`src/rtl/dft16_pkg.sv`:
```
package dft16_pkg;

    localparam int NPT        = 16;
    localparam int LOG_N      = 4;
    localparam int SMP_W      = 12;
    localparam int TW_FRAC    = 14;
    localparam int TW_W       = TW_FRAC + 2;
    localparam int PROD_W     = SMP_W + TW_W + 1;
    localparam int ACC_W      = PROD_W + LOG_N;
    localparam int OUT_W      = SMP_W + 1;
    localparam int RND_SH     = TW_FRAC + LOG_N;
    localparam int BIN_BITS   = 2 * OUT_W;
    localparam int FRAME_BITS = NPT * BIN_BITS;
    localparam int BCNT_W     = $clog2(BIN_BITS + 1);

    typedef logic [LOG_N-1:0] idx_t;

    typedef struct packed {
        logic signed [SMP_W-1:0] re;
        logic signed [SMP_W-1:0] im;
    } smp_t;

    typedef struct packed {
        logic signed [TW_W-1:0] re;
        logic signed [TW_W-1:0] im;
    } tw_t;

    typedef struct packed {
        logic signed [ACC_W-1:0] re;
        logic signed [ACC_W-1:0] im;
    } acc_t;

    typedef struct packed {
        logic signed [OUT_W-1:0] re;
        logic signed [OUT_W-1:0] im;
    } bin_t;

    // Cosine magnitude for angles 0..4 eighths of a half turn.
    function automatic int quarter_mag(input int q);
        real r;
        case (q)
            0:       r = 1.0;
            1:       r = 0.9238795325112867;
            2:       r = 0.7071067811865476;
            3:       r = 0.3826834323650898;
            default: r = 0.0;
        endcase
        return int'(r * real'(1 << TW_FRAC));
    endfunction

    // Quantised cos(2*pi*m/16) by quarter-wave symmetry.
    function automatic int cos_q(input int m);
        int mm;
        mm = m & (NPT - 1);
        if (mm <= 4)       return quarter_mag(mm);
        else if (mm <= 8)  return -quarter_mag(8 - mm);
        else if (mm <= 12) return -quarter_mag(mm - 8);
        else               return quarter_mag(16 - mm);
    endfunction

    // W^m = cos - j sin; sin(x) = cos(x - pi/2).
    function automatic tw_t twiddle(input int m);
        tw_t t;
        t.re = TW_W'(cos_q(m));
        t.im = TW_W'(-cos_q(m + 12));
        return t;
    endfunction

    // Divide by 16 with round-half-up, truncate to the output width.
    function automatic logic signed [OUT_W-1:0] round_out(input logic signed [ACC_W-1:0] a);
        logic signed [ACC_W:0] ext;
        logic signed [ACC_W:0] sum;
        logic signed [ACC_W:0] shr;
        ext = (ACC_W+1)'(a);
        sum = ext + ((ACC_W+1)'(1) <<< (RND_SH - 1));
        shr = sum >>> RND_SH;
        return shr[OUT_W-1:0];
    endfunction

endpackage

```
`src/rtl/dft16_collect.sv`:
```
module dft16_collect
    import dft16_pkg::*;
(
    input  logic                 clk,
    input  logic                 rst,
    input  logic                 in_valid,
    input  logic                 in_start,
    input  smp_t                 in_smp,
    output smp_t [NPT-1:0]       blk,
    output logic                 blk_go
);

    smp_t [NPT-1:0] cap_q;
    idx_t           wr_idx_q;
    logic           armed_q;
    idx_t           slot;
    logic           accept;

    assign accept = in_valid && (in_start || armed_q);
    assign slot   = in_start ? '0 : wr_idx_q;
    assign blk    = cap_q;

    always_ff @(posedge clk) begin
        if (rst) begin
            armed_q  <= 1'b0;
            wr_idx_q <= '0;
            blk_go   <= 1'b0;
        end else begin
            blk_go <= 1'b0;
            if (accept) begin
                cap_q[slot] <= in_smp;
                wr_idx_q    <= slot + idx_t'(1);
                if (slot == idx_t'(NPT - 1)) begin
                    armed_q <= 1'b0;
                    blk_go  <= 1'b1;
                end else begin
                    armed_q <= 1'b1;
                end
            end
        end
    end

endmodule

```
`src/rtl/dft16_twiddle_rom.sv`:
```
module dft16_twiddle_rom
    import dft16_pkg::*;
(
    input  idx_t addr,
    output tw_t  tw
);

    tw_t rom [NPT];

    for (genvar g = 0; g < NPT; g++) begin : g_entry
        assign rom[g] = twiddle(g);
    end

    assign tw = rom[addr];

endmodule

```
`src/rtl/dft16_mac_engine.sv`:
```
module dft16_mac_engine
    import dft16_pkg::*;
(
    input  logic           clk,
    input  logic           rst,
    input  logic           blk_go,
    input  smp_t [NPT-1:0] blk,
    input  logic           res_take,
    output logic           busy,
    output bin_t           res,
    output logic           res_valid,
    output logic           res_first
);

    smp_t [NPT-1:0] work_q;
    idx_t           k_q;
    idx_t           n_q;
    acc_t           acc_q;
    acc_t           acc_base;
    acc_t           acc_sum;
    idx_t           tw_addr;
    tw_t            tw;
    smp_t           x;
    logic signed [PROD_W-1:0] p_re;
    logic signed [PROD_W-1:0] p_im;
    logic           last_n;
    logic           stall;
    logic           adv;

    // (k*n) mod 16 falls out of the 4-bit product width.
    assign tw_addr = k_q * n_q;

    dft16_twiddle_rom u_rom (
        .addr (tw_addr),
        .tw   (tw)
    );

    assign x    = work_q[n_q];
    assign p_re = PROD_W'(x.re) * PROD_W'(tw.re) - PROD_W'(x.im) * PROD_W'(tw.im);
    assign p_im = PROD_W'(x.re) * PROD_W'(tw.im) + PROD_W'(x.im) * PROD_W'(tw.re);

    always_comb begin
        acc_base    = (n_q == '0) ? '0 : acc_q;
        acc_sum.re  = acc_base.re + ACC_W'(p_re);
        acc_sum.im  = acc_base.im + ACC_W'(p_im);
    end

    assign last_n = (n_q == idx_t'(NPT - 1));
    assign stall  = last_n && res_valid && !res_take;
    assign adv    = busy && !stall;

    always_ff @(posedge clk) begin
        if (rst) begin
            busy      <= 1'b0;
            k_q       <= '0;
            n_q       <= '0;
            acc_q     <= '0;
            res       <= '0;
            res_valid <= 1'b0;
            res_first <= 1'b0;
        end else begin
            if (res_take) begin
                res_valid <= 1'b0;
            end
            if (blk_go) begin
                work_q <= blk;
                busy   <= 1'b1;
                k_q    <= '0;
                n_q    <= '0;
            end else if (adv) begin
                acc_q <= acc_sum;
                n_q   <= n_q + idx_t'(1);
                if (last_n) begin
                    res.re    <= round_out(acc_sum.re);
                    res.im    <= round_out(acc_sum.im);
                    res_valid <= 1'b1;
                    res_first <= (k_q == '0);
                    k_q       <= k_q + idx_t'(1);
                    if (k_q == idx_t'(NPT - 1)) begin
                        busy <= 1'b0;
                    end
                end
            end
        end
    end

endmodule

```
`src/rtl/dft16_serializer.sv`:
```
module dft16_serializer
    import dft16_pkg::*;
(
    input  logic clk,
    input  logic rst,
    input  bin_t res,
    input  logic res_valid,
    input  logic res_first,
    output logic res_take,
    output logic ser_en,
    output logic ser_data,
    output logic ser_frame
);

    logic [BIN_BITS-1:0] sh_q;
    logic [BCNT_W-1:0]   left_q;
    logic                frame_q;

    // Reload while the last bit of the previous bin is still on the line.
    assign res_take  = res_valid && (left_q <= BCNT_W'(1));
    assign ser_en    = (left_q != '0);
    assign ser_data  = sh_q[BIN_BITS-1];
    assign ser_frame = frame_q;

    always_ff @(posedge clk) begin
        if (rst) begin
            sh_q    <= '0;
            left_q  <= '0;
            frame_q <= 1'b0;
        end else if (res_take) begin
            sh_q    <= {res.re, res.im};
            left_q  <= BCNT_W'(BIN_BITS);
            frame_q <= res_first;
        end else if (left_q != '0) begin
            sh_q    <= sh_q << 1;
            left_q  <= left_q - BCNT_W'(1);
            frame_q <= 1'b0;
        end
    end

endmodule

```
`src/rtl/dft16_direct.sv`:
```
module dft16_direct
    import dft16_pkg::*;
(
    input  logic                    clk,
    input  logic                    rst,
    input  logic                    in_valid,
    input  logic                    in_start,
    input  logic signed [SMP_W-1:0] in_re,
    input  logic signed [SMP_W-1:0] in_im,
    output logic                    ser_en,
    output logic                    ser_data,
    output logic                    ser_frame
);

    smp_t           in_smp;
    smp_t [NPT-1:0] blk;
    logic           blk_go;
    logic           eng_busy;
    bin_t           res;
    logic           res_valid;
    logic           res_first;
    logic           res_take;

    assign in_smp.re = in_re;
    assign in_smp.im = in_im;

    dft16_collect u_collect (
        .clk      (clk),
        .rst      (rst),
        .in_valid (in_valid),
        .in_start (in_start),
        .in_smp   (in_smp),
        .blk      (blk),
        .blk_go   (blk_go)
    );

    dft16_mac_engine u_engine (
        .clk       (clk),
        .rst       (rst),
        .blk_go    (blk_go),
        .blk       (blk),
        .res_take  (res_take),
        .busy      (eng_busy),
        .res       (res),
        .res_valid (res_valid),
        .res_first (res_first)
    );

    dft16_serializer u_ser (
        .clk       (clk),
        .rst       (rst),
        .res       (res),
        .res_valid (res_valid),
        .res_first (res_first),
        .res_take  (res_take),
        .ser_en    (ser_en),
        .ser_data  (ser_data),
        .ser_frame (ser_frame)
    );

endmodule

```
`config.mk`:
```
export PLATFORM = sky130hd
export DESIGN_NAME = dft16_direct
export DESIGN_NICKNAME = d
export VERILOG_FILES = /design/src/rtl/dft16_pkg.sv /design/src/rtl/dft16_collect.sv /design/src/rtl/dft16_twiddle_rom.sv /design/src/rtl/dft16_mac_engine.sv /design/src/rtl/dft16_serializer.sv /design/src/rtl/dft16_direct.sv
export SDC_FILE = /design/constraint.sdc
export NUM_CORES = 2
export LEC_CHECK = 0
export ABC_AREA = 0
export CORE_UTILIZATION = 54
export DETAILED_ROUTE_END_ITERATION = 7
export GPL_TIMING_DRIVEN = 0
export PLACE_DENSITY = 0.7
export SLEW_MARGIN = 20
export SYNTH_ARGS = -nofsm -noshare
export SYNTH_HDL_FRONTEND = slang
export SYNTH_HIERARCHICAL = 1
export SYNTH_SLANG_ARGS = --single-unit
```
`constraint.sdc`:
```
create_clock -name clk -period 70.9 [get_ports clk]
set_clock_uncertainty 0.05 [all_clocks]
set_input_delay 14.18 -clock clk [delete_from_list [all_inputs] [get_ports clk]]
set_output_delay 14.18 -clock clk [all_outputs]
set_load 0.05 [all_outputs]
```
After elaboration in Yosys (flattened, before gate mapping)

Memory sizes are Yosys's and may differ from the RTL's.
Cells that the tools add are included.

Add/sub/neg operators: 10
$mul: 5
$lt $le $gt $ge: 5
Eq/ne operators: 3
Mux-type cells: 25
Bitwise operators: 4
Reductions and logical operators: 25

Operators with widths:

| kind                                                                 | number |
|---|---|
| 384-bit bitwise mux                                                  | 1 |
| 12-bit by 16-bit multiplier with 28-bit output                       | 4 |
| 24-bit binary-select mux with 4-bit select                           | 1 |
| 24-bit demux with 4-bit select                                       | 1 |
| 33-bit by 29-bit adder with 33-bit output                            | 2 |
| 66-bit 2-to-1 mux                                                    | 1 |
| 32-bit 2-to-1 mux                                                    | 2 |
| 31-bit by 19-bit adder with 31-bit output, second input constant     | 2 |
| 26-bit 2-to-1 mux                                                    | 2 |
| 24-bit 2-to-1 mux                                                    | 2 |
| 28-bit by 28-bit adder with 29-bit output                            | 1 |
| 28-bit by 28-bit subtractor with 29-bit output                       | 1 |
| 4-bit by 1-bit adder with 4-bit output, second input constant        | 3 |
| 4-bit == test, second input constant                                 | 3 |
| 1-bit 2-to-1 mux                                                     | 12 |
| 4-bit by 5-bit < comparator with 1-bit output, second input constant | 2 |
| 5-bit 2-to-1 mux                                                     | 2 |
| 4-bit zero test                                                      | 2 |
| 2-bit AND reduction                                                  | 4 |
| 2-bit nonzero test                                                   | 4 |
| 1-bit logical AND                                                    | 6 |
| 3-bit AND reduction                                                  | 2 |
| 2-bit OR reduction                                                   | 3 |
| 5-bit >= comparator, second input constant                           | 1 |
| other kinds (10)                                                     | 13 |

Flip-flop bits (word level): 909
ROM bits: 512
Input port bits: 28
Output and inout port bits: 3
Word-level logic and storage cells: 158
Memories kept: 1

Memories:

| memory           | depth | bits a word | read ports | clocked after Yosys merged registers in | write ports | RTL line                | RTL |
|---|---|---|---|---|---|---|---|
| (name not given) | 16    | 32          | 1          | 0                                       | 0           | dft16_twiddle_rom.sv:14 | `assign tw = rom[addr];` |

Longest topological paths before layout

Depth after elaboration: 9
Depth in mapped cells: 45
Mapped depth without buffers: 38

Cells and area by module

The synthesis kept the hierarchy.

Modules (own cells, without submodules):

| module            | instances | cells each | area an instance (um^2) | seq. area each (um^2) |
|---|---|---|---|---|
| dft16_mac_engine  | 1         | 4551       | 50871.3                 | 13513.0 |
| dft16_collect     | 1         | 449        | 11997.8                 | 11651.2 |
| dft16_serializer  | 1         | 183        | 1731.7                  | 640.6 |
| dft16_twiddle_rom | 1         | 68         | 465.4                   | 0.0 |

Worst setup path before layout

Ideal clock, no wire load.

Path kind: input port to flip-flop
From: in rst
To: reg u_engine/work_q[0] (netlist name) (enable)
Setup time: 1.177 ns
Arrival: 31.268 ns
Data required time: 69.673 ns
Path slack: 38.406 ns
Stages on the path: 3
Buffers on the path: 2
Path through: clkbuf_1 > clkbuf_1 > nor2b_1

Longest elaborated chain between the ends: 2

RTL lines:

| item                                 | RTL line               | RTL |
|---|---|---|
| start, declared                      | dft16_direct.sv:5      | `input logic rst,` |
| 1-bit NOT (no source line)           | -                      |  |
| 2-bit AND reduction (no source line) | -                      |  |
| end signal, assigned                 | dft16_mac_engine.sv:66 | `work_q <= blk;` |
| end, declared                        | dft16_mac_engine.sv:15 | `smp_t [NPT-1:0] work_q;` |

Every way passes these cells.
A chain may end at the register's enable or synchronous reset.

Worst setup path after layout

From: in rst
To: reg u_engine/work_q[109] (netlist name) (enable)

Same word-level chain as after synthesis.

==> results.yml <==
run_status:
  status: "completed"
routing:
  wl_met1_mm: 66.30
  drt-wirelength-per-cell_um: 26.21
  drt_pass1_iterations: 6
  wl_met2_mm: 88.70
  antenna_left: 0
  highest_layer: "met5"
  met3_length_mm: 15.30
  drc: 0
  wl_mm: 185.9
  vias: 40570
  first_iter_violations: 3592
  vias_per_cell: 5.721
die:
  io_pins: 31
  dieArea_mm2: 0.1219
  fp-row-count: 126
  die_h_um: 349.1
  core_area_mm2: 0.1187
  die_w_um: 349.1
  start_util_pct: 54.81
timing:
  max_clock_freq_ghz: 0.05832
  fin_crit_sh_pct: 24.19
  setup_viol: 0
  fin_crit_ns: 17.15
  worst_pin_slew_ns: 1.294
  slew-limit-headroom_pct: 12.85
  slew_viol_final: 0
  tns_ns: 0
  rsz0062_at_grt: "no"
  finalHoldViolations: 0
  holdWs_ns: 0.3426
power_and_ir_drop:
  irDropWorstVdd_mv: 0.03521
  powerDensity_mw_per_mm2: 15.07
  p_total_mw: 1.075
  p_leak_nw: 28.97
layout:
  postLayoutCoreUtil_pct: 60.08
  fin_area_mm2: 0.07132
  n_fill_cell: 9352
  nets: 6623
  drive_above_1_share_pct: 7.926
  area_growth_syn_to_layout_pct: 9.609
worst_setup_path:
  crit_path_start_kind: "primary input"
  reg2reg_from: "u_engine/n_q[1]$_SDFFE_PP0P_"
  setup.worst_path.class: "in2reg"
  crit_path_max_fanout: 29
  r2r_slack_ns: 55.87
  cp.arrival_ns: 17.49
  worstPathRequired_ns: 71.25
  critPathLaunch: "rst"
  worst_setup_path_end_kind: "register"
grt:
  overflow: 0
  grt_pass1_wl_mm: 275.8
  globalRouteTotalUtil_pct: 31.63
  grt_pass1_vias: 43120
  grt_max_degree: 30
  antenna_found_initial: 15
yosys:
  seq_area_frac_synth_pct: 39.66
  synthArstFlopShare_pct: 0
  ys_types: 94
  synth_nets: 6455
  ys_warn_count: 6
  ys_ff_latch: 905
  synthesis.area_mm2: 0.06507
  synth_flop_cell: "edfxtp_1"
  synth-edff-count: 768
  synthCells: 5251
  avgSynthCellArea_um2: 12.39
clocking:
  clk_latency_ns: 0.68
  cts_buffers: 90
  tritoncts: "yes"
  post-cts-setup-buffer-count: 0
  clockBufferDepth: 3
  htree_levels: 3
  cts_resized: 0
  ctsHoldBuffers: 0
  clockRootBuffer: "clkbuf_16"
  cts.sinks: 905
  path_clk_slew_ns: 0.07
placement:
  routabilityCongestion: 1.038
  placed_area_mm2: 0.06849
  dp_hpwl_mm: 140.5
  port_buffers: 30
worst_hold_path:
  hold_start: "u_collect/blk[261]$_DFFE_PP_"
  hold_path_class: "reg2reg"
flow_run:
  cap_violations: 0
where the power goes:
part | internal [mW] | switching, mW
logic | 0.0112 | 0.0265
clock network | 0.251 | 0.210
registers | 0.575 | 0.00200
total | 0.837 | 0.238
layout make-up:
type | count | area (µm²) | area share, %
clock inverter | 54 | 493.0 | 0.6912
buffer | 247 | 1066 | 1.495
clock buffer | 107 | 2316 | 3.247
multi-input combinational | 3089 | 34560 | 48.46
sequential | 905 | 25800 | 36.18
tap | 1600 | 2002 | 2.807
antenna | 4 | 10.01 | 0.01404
timing repair buffer | 76 | 1274 | 1.786
inverter | 1010 | 3791 | 5.316
kinds of logic (layout without fill, tap and decap cells):
family	after synthesis	in the layout	synth area share, %
simple gates	1331	1331	10.21
buf+inv	1257	1494	7.457
fa+ha+maj	1176	1176	33.21
flops	905	905	39.66
compound gates	340	340	3.625
mux	139	139	4.431
xor+xnor	103	103	1.410
other cells	0	4	0
cells in the final DEF, fill, tap and decap left out, types with 27 or more instances in the layout:
cell type	Yosys	final
and2_1	411	411
xnor2_1	74	74
ha_1	258	258
a211oi_1	41	41
dfxtp_1	137	137
nor2_1	149	133
o21ai_0	37	32
mux4_2	118	118
nand3_1	29	29
buf_2	20	27
clkbuf_1	197	212
inv_1	1008	1008
edfxtp_1	768	768
nand2_1	575	575
nand2b_1	31	31
a21oi_1	116	116
fa_1	918	918
xor2_1	27	27
clkdlybuf4s50_1	0	30
clkbuf_16	0	90
path summary, 6_finish.rpt:
path,to,cells after the start
worst max-delay path,u_engine/work_q[109]$_DFFE_PP_,10
worst min-delay path,u_engine/work_q[261]$_DFFE_PP_,0
worst max register to register,u_engine/res[22]$_SDFFE_PP0P_,39
worst min register to register,u_engine/work_q[261]$_DFFE_PP_,0
through the flow:
stage	cells	setup WS, ns
after floorplan	5251	38.41
after global placement	6881	31.11
after detailed placement	6927	53.12
after CTS	7088	53.75
after global routing	7089	53.63
final	7092	53.75
registers in the layout, summed over array words and instances (netlist names):
signal and flops:
u_engine/k_q 4, u_ser/left_q 5, u_engine/res 26, u_engine/busy 1, u_engine/acc_q 62, u_engine/res_first 1, u_engine/res_valid 1, u_collect/blk 384
u_ser/ser_frame 1, u_collect/blk_go 1, u_engine/work_q 384, u_engine/n_q 4, u_collect/armed_q 1, u_collect/wr_idx_q 4, u_ser/sh_q 26
synth_stat cells (all sizes together) (74+ instances only):
cell type / count / area, µm²
xnor2: 74 / 648.1
inv: 1010 / 3791
nand2: 576 / 2165
dfxtp: 137 / 2743
a21oi: 116 / 580.6
fa: 918 / 18380
nor2: 150 / 565.6
and2: 412 / 2577
ha: 258 / 3228
mux4: 118 / 2658
clkbuf: 197 / 739.5
edfxtp: 768 / 23060
per-layer routing:
layer  track usage, %  vias up
met3            6.408      559
met2            51.43     1940
met1            37.92    20956
li1                 -    17103
met4            22.09       12
met5                0        -
worst max-delay path: stages:
cell and delay, ns:
clkdlybuf4s50_1 0.71, clkbuf_1 0.52, clkbuf_1 0.66, nor2b_4 0.22
buf_16 0.24, buf_16 0.18, buf_12 0.18, buf_12 0.18
buf_16 0.18, buf_12 0.18
No activity file was read; power rests on OpenSTA's default activity.
